$ cat config.mk
export PLATFORM = sky130hd
export DESIGN_NAME = frac_spe_expander
export DESIGN_NICKNAME = d
export VERILOG_FILES = /design/src/rtl/frac_spe_pkg.sv /design/src/rtl/spe_pos_counter.sv /design/src/rtl/spe_slot_select.sv /design/src/rtl/spe_b3_fold.sv /design/src/rtl/frac_spe_expander.sv
export SDC_FILE = /design/constraint.sdc
export NUM_CORES = 1
export LEC_CHECK = 0
export ABC_CLOCK_PERIOD_IN_PS = 19200
export BUFFER_PORTS_ARGS = -buffer_cell sky130_fd_sc_hd__buf_2
export CORE_ASPECT_RATIO = 1.25
export CORE_MARGIN = 2
export CORE_UTILIZATION = 59
export DETAILED_ROUTE_END_ITERATION = 8
export HOLD_SLACK_MARGIN = 0.12
export PLACE_DENSITY = 0.85
export SLEW_MARGIN = 40
export SYNTH_ARGS = -nofsm -noshare
export SYNTH_HDL_FRONTEND = slang
export SYNTH_SLANG_ARGS = --single-unit
$ cat constraint.sdc
create_clock -name clk -period 19.2 [get_ports clk]
set_clock_uncertainty 0.05 [all_clocks]
set_input_delay 1.92 -clock clk [delete_from_list [all_inputs] [get_ports clk]]
set_output_delay 1.92 -clock clk [all_outputs]
set_load 0.05 [all_outputs]
$ cat src/rtl/frac_spe_pkg.sv
package frac_spe_pkg;
    localparam int ROWS       = 9;
    localparam int COLS       = 87;
    localparam int STUFF_A    = 30;
    localparam int STUFF_B    = 59;
    localparam int SLOTS_NARROW = 28;
    localparam int SLOTS_WIDE   = 21;
    localparam int MASK_W     = SLOTS_NARROW;
    localparam int ROW_W      = $clog2(ROWS + 1);
    localparam int COL_W      = $clog2(COLS + 1);
    localparam int SLOT_W     = $clog2(MASK_W);

    typedef enum logic [1:0] {
        KIND_OVH   = 2'd0,
        KIND_STUFF = 2'd1,
        KIND_TRIB  = 2'd2
    } col_kind_e;

    typedef struct packed {
        logic [ROW_W-1:0] row;
        logic [COL_W-1:0] col;
    } spe_pos_t;

    function automatic col_kind_e kind_of(input logic [COL_W-1:0] col);
        if (col == COL_W'(1))
            return KIND_OVH;
        else if (col == COL_W'(STUFF_A) || col == COL_W'(STUFF_B))
            return KIND_STUFF;
        else
            return KIND_TRIB;
    endfunction

    function automatic logic [SLOT_W-1:0] slot_of(input logic [COL_W-1:0] col,
                                                 input logic wide);
        logic [COL_W-1:0] k;
        k = col - COL_W'(2)
              - ((col > COL_W'(STUFF_A)) ? COL_W'(1) : COL_W'(0))
              - ((col > COL_W'(STUFF_B)) ? COL_W'(1) : COL_W'(0));
        if (wide)
            return SLOT_W'(k % COL_W'(SLOTS_WIDE));
        else
            return SLOT_W'(k % COL_W'(SLOTS_NARROW));
    endfunction
endpackage

$ cat src/rtl/spe_pos_counter.sv
module spe_pos_counter
    import frac_spe_pkg::*;
(
    input  logic     clk,
    input  logic     rst,
    input  logic     adv,
    output spe_pos_t pos,
    output logic     frame_first,
    output logic     frame_last
);
    always_ff @(posedge clk) begin
        if (rst) begin
            pos.row <= ROW_W'(1);
            pos.col <= COL_W'(1);
        end else if (adv) begin
            if (pos.col == COL_W'(COLS)) begin
                pos.col <= COL_W'(1);
                pos.row <= (pos.row == ROW_W'(ROWS)) ? ROW_W'(1) : pos.row + ROW_W'(1);
            end else begin
                pos.col <= pos.col + COL_W'(1);
            end
        end
    end

    assign frame_first = (pos.row == ROW_W'(1))    && (pos.col == COL_W'(1));
    assign frame_last  = (pos.row == ROW_W'(ROWS)) && (pos.col == COL_W'(COLS));


    pos_hold_chk: assert property (@(posedge clk) disable iff (rst)
        !adv |=> $stable(pos));


    pos_wrap_chk: assert property (@(posedge clk) disable iff (rst)
        (adv && frame_last) |=> frame_first);
endmodule

$ cat src/rtl/spe_slot_select.sv
module spe_slot_select
    import frac_spe_pkg::*;
#(
    parameter int DATA_W = 8
) (
    input  logic              adv,
    input  spe_pos_t          pos,
    input  logic [MASK_W-1:0] mask,
    input  logic              wide,
    input  logic              in_valid,
    input  logic [DATA_W-1:0] in_data,
    input  logic [DATA_W-1:0] fill,
    input  logic [DATA_W-1:0] b3_fix,
    output logic              pop,
    output logic [DATA_W-1:0] byte_out,
    output logic              starve,
    output logic              dummy
);
    localparam logic [ROW_W-1:0] B3_ROW = ROW_W'(2);

    col_kind_e         kind;
    logic [SLOT_W-1:0] slot;
    logic              carried;

    always_comb begin
        kind     = kind_of(pos.col);
        slot     = slot_of(pos.col, wide);
        carried  = 1'b0;
        dummy    = 1'b0;
        byte_out = fill;
        unique case (kind)
            KIND_OVH:   carried = 1'b1;
            KIND_STUFF: carried = 1'b0;
            default: begin
                carried = !mask[slot];
                dummy   = mask[slot];
            end
        endcase
        starve = carried && !in_valid;
        pop    = adv && carried && in_valid;
        if (carried && in_valid) begin
            byte_out = in_data;
            if (kind == KIND_OVH && pos.row == B3_ROW)
                byte_out = in_data | b3_fix;
        end
    end
endmodule

$ cat src/rtl/spe_b3_fold.sv
module spe_b3_fold #(
    parameter int DATA_W = 8
) (
    input  logic              clk,
    input  logic              rst,
    input  logic              adv,
    input  logic              dummy,
    input  logic [DATA_W-1:0] fill,
    input  logic              frame_last,
    output logic [DATA_W-1:0] b3_fix
);
    logic [DATA_W-1:0] acc;
    logic [DATA_W-1:0] acc_n;

    assign acc_n = acc ^ (dummy ? fill : '0);

    always_ff @(posedge clk) begin
        if (rst) begin
            acc    <= '0;
            b3_fix <= '0;
        end else if (adv) begin
            if (frame_last) begin
                b3_fix <= acc_n;
                acc    <= '0;
            end else begin
                acc <= acc_n;
            end
        end
    end


    b3_fix_hold_chk: assert property (@(posedge clk) disable iff (rst)
        !(adv && frame_last) |=> $stable(b3_fix));
endmodule

$ cat src/rtl/frac_spe_expander.sv
module frac_spe_expander
    import frac_spe_pkg::*;
#(
    parameter int DATA_W = 8
) (
    input  logic              clk,
    input  logic              rst,
    input  logic              adv,
    input  logic              vt2_mode,
    input  logic              hdr_ext,
    input  logic [27:0]       hdr_mask,
    input  logic [DATA_W-1:0] fill_byte,
    input  logic              in_valid,
    input  logic [DATA_W-1:0] in_data,
    output logic              in_pop,
    output logic              out_valid,
    output logic [DATA_W-1:0] out_byte,
    output logic [3:0]        out_row,
    output logic [6:0]        out_col,
    output logic              underflow
);
    spe_pos_t          pos;
    logic              frame_first;
    logic              frame_last;
    logic [MASK_W-1:0] mask_q;
    logic              wide_q;
    logic [DATA_W-1:0] sel_byte;
    logic              sel_starve;
    logic              sel_dummy;
    logic [DATA_W-1:0] b3_fix;

    spe_pos_counter u_pos (
        .clk(clk), .rst(rst), .adv(adv),
        .pos(pos), .frame_first(frame_first), .frame_last(frame_last)
    );

    always_ff @(posedge clk) begin
        if (rst) begin
            mask_q <= '0;
            wide_q <= 1'b0;
        end else if (adv && frame_first) begin
            mask_q <= hdr_ext ? hdr_mask : '0;
            wide_q <= vt2_mode;
        end
    end

    spe_slot_select #(.DATA_W(DATA_W)) u_sel (
        .adv(adv), .pos(pos), .mask(mask_q), .wide(wide_q),
        .in_valid(in_valid), .in_data(in_data), .fill(fill_byte),
        .b3_fix(b3_fix), .pop(in_pop), .byte_out(sel_byte),
        .starve(sel_starve), .dummy(sel_dummy)
    );

    spe_b3_fold #(.DATA_W(DATA_W)) u_b3 (
        .clk(clk), .rst(rst), .adv(adv), .dummy(sel_dummy),
        .fill(fill_byte), .frame_last(frame_last), .b3_fix(b3_fix)
    );

    always_ff @(posedge clk) begin
        if (rst) begin
            out_valid <= 1'b0;
            out_byte  <= '0;
            out_row   <= 4'd1;
            out_col   <= 7'd1;
            underflow <= 1'b0;
        end else begin
            out_valid <= adv;
            underflow <= adv && sel_starve;
            if (adv) begin
                out_byte <= sel_byte;
                out_row  <= 4'(pos.row);
                out_col  <= 7'(pos.col);
            end
        end
    end


    stuff_fill_chk: assert property (@(posedge clk) disable iff (rst)
        (out_valid && (out_col == 7'd30 || out_col == 7'd59))
            |-> out_byte == $past(fill_byte));


    stuff_nopop_chk: assert property (@(posedge clk) disable iff (rst)
        in_pop |-> (kind_of(pos.col) != KIND_STUFF));


    underflow_fill_chk: assert property (@(posedge clk) disable iff (rst)
        underflow |-> (out_valid && out_byte == $past(fill_byte)));


    pop_needs_data_chk: assert property (@(posedge clk) disable iff (rst)
        in_pop |-> in_valid);


    b3_or_chk: assert property (@(posedge clk) disable iff (rst)
        (out_valid && !underflow && out_row == 4'd2 && out_col == 7'd1)
            |-> ((out_byte & $past(in_data)) == $past(in_data)));


    idle_chk: assert property (@(posedge clk) disable iff (rst)
        !adv |=> !out_valid);
endmodule

==> results of run 1 <==
## cell usage after synthesis (3+ instances only)
| master | n | area share, % |
|---|---|---|
| nand2_1 | 87 | 7.0 |
| dfxtp_1 | 77 | 33 |
| nand3_1 | 61 | 6.5 |
| a21oi_1 | 50 | 5.4 |
| nor2_1 | 36 | 2.9 |
| inv_1 | 28 | 2.2 |
| o211ai_1 | 21 | 3.4 |
| clkbuf_1 | 18 | 1.4 |
| or4_1 | 16 | 2.6 |
| ha_1 | 13 | 3.5 |
| mux2i_1 | 13 | 2.8 |
| o221ai_1 | 12 | 2.2 |
| o21ai_0 | 10 | 1.1 |
| and3_1 | 9 | 1.2 |
| nor3_1 | 9 | 0.96 |
| buf_2 | 8 | 0.86 |
| xnor2_1 | 8 | 1.5 |
| xor2_1 | 8 | 1.5 |
| nand4_1 | 7 | 0.94 |
| or3_1 | 7 | 0.94 |
| a2111o_1 | 6 | 1.4 |
| a211o_1 | 6 | 1.1 |
| a211oi_1 | 5 | 0.80 |
| and2_1 | 4 | 0.54 |
| a31oi_1 | 3 | 0.40 |
| buf_1 | 3 | 0.24 |
| buf_4 | 3 | 0.48 |
| nor2b_1 | 3 | 0.40 |
| o31a_1 | 3 | 0.56 |
## through the flow
stage | cell area [um2] | worst slack, ns | utilization, % | hold WS (ns) | total power (W)
after CTS | 5216 | 7.921 | 67.33 | 0.4086 | 0.0006457
final | 5230 | 7.770 | 67.51 | 0.4070 | 0.0006510
after detailed placement | 5040 | 8.377 | 65.05 | 0.3912 | 0.0005313
after global routing | 5230 | 7.328 | 67.51 | 0.4408 | 0.0006911
after global placement | 5021 | 8.736 | 64.81 | 0.3890 | 0.0005180
after floorplan | 4676 | 9.217 | - | 0.3759 | 0.0004698
## report_power, final
group	switching, W	internal [W]
clock	0.0000633	0.0000510
combinational	0.000234	0.000117
sequential	0.0000118	0.000173
## cells in the final DEF, fill, tap and decap left out, drive strengths merged, types with 3 or more instances in the layout
master    instances
o221ai           12
and2              4
a2111o            6
mux2i            13
and3              9
inv              29
o21ai            11
mux2              4
a31oi             3
nor2b             3
a21oi            50
nor3             11
nand4             7
a211o             6
xor2              8
xnor2             8
nand3            61
o211ai           21
nand2            87
o22ai             4
buf              72
or4              17
clkinvlp          3
or3               7
o31a              3
nor4              4
ha               13
clkbuf           12
nor2             38
a211oi            5
dfxtp            77
## flip-flops by register name, indices dropped and copies added (netlist names)
register,flops
mask_q,28
out_byte,8
out_col,7
out_row,4
out_valid,1
u_b3.acc,8
u_b3.b3_fix,8
u_pos.pos,11
underflow,1
wide_q,1
## worst max-delay path, delay by kind of cell (launching register included)
family	cells	cell delay, ns
AO/OA/AOI/OAI	14	3.87
adder cells (fa/ha/maj)	7	2.11
AND/OR/NAND/NOR	5	1.34
flip-flops	1	0.48
XOR/XNOR	2	0.56
buffers and inverters	6	0.74
## logic make-up (layout without fill, tap and decap cells)
logic type	after synthesis	in the layout	synth area share (%)
AO/OA/AOI/OAI	148	148	23.95
XOR/XNOR	16	16	2.997
adder cells (fa/ha/maj)	14	14	3.907
buffers and inverters	60	116	5.271
flip-flops	77	77	32.97
multiplexers	17	17	3.826
AND/OR/NAND/NOR	255	255	27.08
## worst paths after layout
kind,startpoint,to,slack (ns),cells past startpoint
hold reg to reg,mask_q[11],mask_q[11],0.41,2
hold / removal,mask_q[11],mask_q[11],0.41,2
setup reg to reg,u_pos.pos[0],out_byte[2],9.77,34
setup / recovery,u_pos.pos[0],in_pop,7.77,34
## area by class of cell
| type | count | area (um2) |
|---|---|---|
| Clock buffer | 12 | 145.1 |
| Clock inverter | 4 | 31.28 |
| Fill cell | 657 | 2517 |
| Inverter | 28 | 105.1 |
| Multi-Input combinational cell | 450 | 2923 |
| Sequential cell | 77 | 1541 |
| Tap cell | 95 | 118.9 |
| Timing Repair Buffer | 72 | 365.4 |
## metal layers
metal	wire, um	vias to the layer above	GRT usage (%)
met5	0	-	0
met1	5115	2253	34.52
met3	569	31	4.861
met2	6445	148	50.46
met4	271	0	11.87
li1	-	2276	-
==> results.sh, run 1 <==
export IMPL_antenna_diode_count=0
export IMPL_number_of_antenna_violations_at_the_first_check_in_global_routing=0
export IMPL_transition_time_of_the_tightest_slew_check_pin_ns=0.7080
export IMPL_worst_setup_path_end_kind="output port"
export IMPL_crit_path_max_fanout=11
export IMPL_standard_cell_row_count=36
export IMPL_post_cts_resized=0
export IMPL_syn_area_um2=4676
export IMPL_run_status="finished clean"
export IMPL_place_gp_congestion=0.9099
export IMPL_max_freq_mhz=87.49
export IMPL_power_per_cell_area_nw_per_um2=124.5
export IMPL_drt_wirelength_per_cell_um=16.80
export IMPL_hp_class="reg -> reg"
export IMPL_tmin_final_ns=11.43
export IMPL_fp_dieW_um=83.63
export IMPL_path_common_cell="ha_1"
export IMPL_max_vdd_ir_drop_uv=100.0
export IMPL_cell_variety_after_synth=71
export IMPL_timing_critical_path_required_ns=17.23
export IMPL_crit_path_max_incr_delay_ns=0.55
export IMPL_numCtsBuffers=9
export IMPL_dp_hpwl_mm=9.152
export IMPL_crit_type="reg -> out"
export IMPL_die_area_um2=8658
export IMPL_layout_area_overhead_pct=11.85
export IMPL_ys_flop_type="dfxtp_1"
export IMPL_design_final_nets=702
export IMPL_post_cts_hold_buffer_count=0
export IMPL_maxCapViolCount=0
export IMPL_avgViaCountPerCell=6.379
export IMPL_overflow=0
export IMPL_cts_root_to_sink_buffers=2
export IMPL_synth_yosys_seq_area_share_pct=32.97
export IMPL_die_height_um=103.5
export IMPL_grt_use_total_pct=28.77
export IMPL_cts_h_tree_lvls=3
export IMPL_worst_path_clk_slew_ns=0.08
export IMPL_syn_nets=651
export IMPL_slew_headroom_pct=52.75
export IMPL_grt_pass1_vias=4448
export IMPL_placedCellCount=722
export IMPL_synth_edf_count=0
export IMPL_routed_wirelength_mm=12.40
export IMPL_final_max_slew_viol_count=0
export IMPL_synth_ff_latch_count=77
export IMPL_post_route_period_util_pct=59.53
export IMPL_startpoint_type="flop"
export IMPL_rsz0062_at_grt="no"
export IMPL_fin_tns_setup_ns=0
export IMPL_synth_warnings=0
export IMPL_clock_root_buffer="clkbuf_8"
export IMPL_initial_utilization_pct=60.35
export IMPL_layoutNonFillerInstCount=738
export IMPL_tritoncts="yes"
export IMPL_count_of_boundary_i_o_pins=72
export IMPL_grt_pass1_wl_mm=20.68
export IMPL_layout_drive_gt1_share_pct=17.57
export IMPL_number_of_violations_reported_at_the_end_of_detailed_routing_iteration_0=248
export IMPL_floorplan_core_area_um2=7747
export IMPL_clock_latency_ns=0.36
export IMPL_synthCells=587
export IMPL_cts_sinks=77
export IMPL_share_of_async_settable_or_async_resettable_flops_after_synthesis_pct=0
export IMPL_cp_arrival_ns=9.46
export IMPL_cts_setup_buffers=0
export IMPL_grt_max_degree=50
export IMPL_postSynthAreaPerCell_um2=7.965
export IMPL_numPortBuffers=71
export IMPL_worst_path_max_delay_cell="nor3_1"
export IMPL_drt_pass1_iterations=5
export IMPL_setup_violations_final=0
export IMPL_finalHoldViolCount=0
export IMPL_detail_route_drc_violations=0
export IMPL_detailroute_via_count=4708
export IMPL_drt_antenna_violating_nets=0
export IMPL_total_leakage_power_nw=2.091
(Power assumes the default switching activity.)
==> run 2, diff against run 1 <==
--- a/config.mk
+++ b/config.mk
@@ -5,14 +5,14 @@
 export SDC_FILE = /design/constraint.sdc
 export NUM_CORES = 1
 export LEC_CHECK = 0
-export ABC_CLOCK_PERIOD_IN_PS = 19200
+export ABC_CLOCK_PERIOD_IN_PS = 10560
 export BUFFER_PORTS_ARGS = -buffer_cell sky130_fd_sc_hd__buf_2
 export CORE_ASPECT_RATIO = 1.25
 export CORE_MARGIN = 2
-export CORE_UTILIZATION = 59
+export CORE_UTILIZATION = 57
 export DETAILED_ROUTE_END_ITERATION = 8
 export HOLD_SLACK_MARGIN = 0.12
-export PLACE_DENSITY = 0.85
+export PLACE_DENSITY = 0.83
 export SLEW_MARGIN = 40
 export SYNTH_ARGS = -nofsm -noshare
 export SYNTH_HDL_FRONTEND = slang
==> constraint.sdc (replaced) <==
create_clock -name clk -period 10.56 [get_ports clk]
set_clock_uncertainty 0.05 [all_clocks]
set_input_delay 1.056 -clock clk [delete_from_list [all_inputs] [get_ports clk]]
set_output_delay 1.056 -clock clk [all_outputs]
set_load 0.05 [all_outputs]
==> run 2 against run 1 <==
Clock power is 120% higher; core utilization is 0.19 points lower; global-route usage is 0.96 points lower; cell count shrank 0.14%; critical endpoint unchanged; largest power group unchanged; highest routed layer unchanged.
==> results.sh, run 2 (synthesized netlist as in run 1, its figures left out) <==
export IMPL_run_status="finished clean"
export IMPL_layout_cells_most_common="nand2_1"
export IMPL_most_used_routing_layer="met2"
export IMPL_final_max_slew_viol_count=0
export IMPL_grt_use_total_pct=27.80
export IMPL_number_of_flip_flops_under_the_largest_register_name=28
export IMPL_routed_wirelength_mm=12.71
export IMPL_max_vdd_ir_drop_uv=178.4
export IMPL_grt_pass1_wl_mm=20.53
export IMPL_layout_drive_gt1_share_pct=18.85
export IMPL_reg_largest_list="mask_q x28, u_pos.pos x11"
export IMPL_max_freq_mhz=99.44
export IMPL_cts_root_to_sink_buffers=2
export IMPL_regMostFlops="mask_q"
export IMPL_numCtsBuffers=9
export IMPL_crit_type="reg -> out"
export IMPL_grt_pass1_vias=4517
export IMPL_worst_setup_path_end_kind="output port"
export IMPL_cts_sinks=77
export IMPL_floorplan_core_area_um2=7883
export IMPL_layoutNonFillerInstCount=737
export IMPL_setup_violations_final=0
export IMPL_timing_critical_path_required_ns=9.45
export IMPL_cts_h_tree_lvls=3
export IMPL_placedCellCount=722
export IMPL_count_of_boundary_i_o_pins=72
export IMPL_grt_max_degree=50
export IMPL_number_of_violations_reported_at_the_end_of_detailed_routing_iteration_0=308
export IMPL_tmin_final_ns=10.06
export IMPL_crit_path_max_fanout=11
export IMPL_cp_arrival_ns=8.95
export IMPL_worst_path_clk_slew_ns=0.07
export IMPL_path_common_cell="ha_1"
export IMPL_fin_tns_setup_ns=0
export IMPL_timing_hold_worst_path_depth=2
export IMPL_detailroute_via_count=4684
export IMPL_drt_wirelength_per_cell_um=17.25
export IMPL_filler_cell_count=644
export IMPL_place_gp_congestion=0.9655
export IMPL_r2r_start="u_pos.pos[0]"
export IMPL_tritoncts="yes"
export IMPL_reg2regPathDepth=34
export IMPL_die_area_um2=8948
export IMPL_power_per_cell_area_nw_per_um2=233.1
export IMPL_drt_antenna_violating_nets=0
export IMPL_finalHoldViolCount=0
export IMPL_numPortBuffers=71
export IMPL_grtUsageMet2_pct=49.39
export IMPL_use_met1_pct=32.20
export IMPL_timing_hold_worst_start="mask_q[5]"
export IMPL_grt_util_met3_pct=5.247
export IMPL_clock_latency_ns=0.36
export IMPL_avgViaCountPerCell=6.355
export IMPL_initial_utilization_pct=59.32
export IMPL_overflow=0
export IMPL_fp_dieW_um=85.01
export IMPL_dp_hpwl_mm=9.219
export IMPL_transition_time_of_the_tightest_slew_check_pin_ns=1.035
export IMPL_drt_pass1_iterations=7
export IMPL_hp_class="reg -> reg"
export IMPL_design_final_nets=702
export IMPL_worst_path_max_delay_cell="dfxtp_1"
export IMPL_maxCapViolCount=0
export IMPL_startpoint_type="flop"
export IMPL_number_of_antenna_violations_at_the_first_check_in_global_routing=0
export IMPL_slew_headroom_pct=30.80
export IMPL_standard_cell_row_count=36
export IMPL_finalHoldWorstSlack_ns=0.4017
export IMPL_post_route_period_util_pct=95.23
export IMPL_startpoint_of_the_most_critical_setup_path="u_pos.pos[0]"
export IMPL_crit_path_max_incr_delay_ns=0.47
export IMPL_die_height_um=105.3
export IMPL_total_leakage_power_nw=2.123
export IMPL_layout_area_overhead_pct=13.49
export IMPL_most_common_layout_cells="87 x nand2_1, 76 x dfxtp_1, 70 x buf_2"
export IMPL_rsz0062_at_grt="no"
export IMPL_antenna_diode_count=0
export IMPL_detail_route_drc_violations=0
export IMPL_clock_root_buffer="clkbuf_8"
run 2: changes by cell type in the layout (fill, tap and decap cells not counted), sizes merged:
cell	change
bufinv	+2
clkbuf	-2
clkinvlp	-1
run 2: stage by stage:
step,cell area (um2),util (%),power [W],worst slack (ns)
floorplan,4676,-,0.0008543,1.441
global placement,5021,63.70,0.0009414,0.9472
detailed placement,5044,63.98,0.0009651,0.6712
CTS,5265,66.79,0.001218,0.2303
global route,5306,67.32,0.001304,0.02488
finish,5306,67.32,0.001237,0.5039
run 2: cell type report:
class	instances	area [um2]	share of cell area, %
repair buffers	72	365.4	6.885
well taps	95	118.9	2.240
multi-input cells	450	2953	55.65
clock buffers	10	137.6	2.594
inverters	28	105.1	1.981
flip-flops and latches	77	1543	29.07
clock inverters	5	83.83	1.580
run 2: critical path, delay by kind of cell (launching register included):
family	cells	cell delay [ns]
DFF	1	0.47
xor gates and xnor gates	2	0.44
adders and majority gates	7	2.12
and+or+nand+nor	5	1.12
buffers and inverters	6	0.71
AOI/OAI and AO/OA	14	3.76
run 2: path summary, 6_finish.rpt:
kind         slack [ns]          end
max                0.50       in_pop
min                0.40    mask_q[5]
max reg2reg        1.64  out_byte[2]
min reg2reg        0.40    mask_q[5]
run 2: repair_timing:
action | in CTS | in global routing
setup endpoints to repair | 0 | 1
setup buffers | 0 | 0
endpoints found under the hold margin | 0 | 0
resized for setup | 0 | 8
hold buffers | 0 | 0
run 2: layer usage:
layer | part of all wire, % | routed length [um]
met1 | 40 | 5091
met2 | 51 | 6532
met3 | 6.2 | 787
met4 | 2.4 | 302
met5 | 0 | 0
run 2: where the power goes:
| part | switching, W | internal, W |
|---|---|---|
| logic | 0.000433 | 0.000217 |
| clock network | 0.000112 | 0.000139 |
| registers | 0.0000211 | 0.000315 |
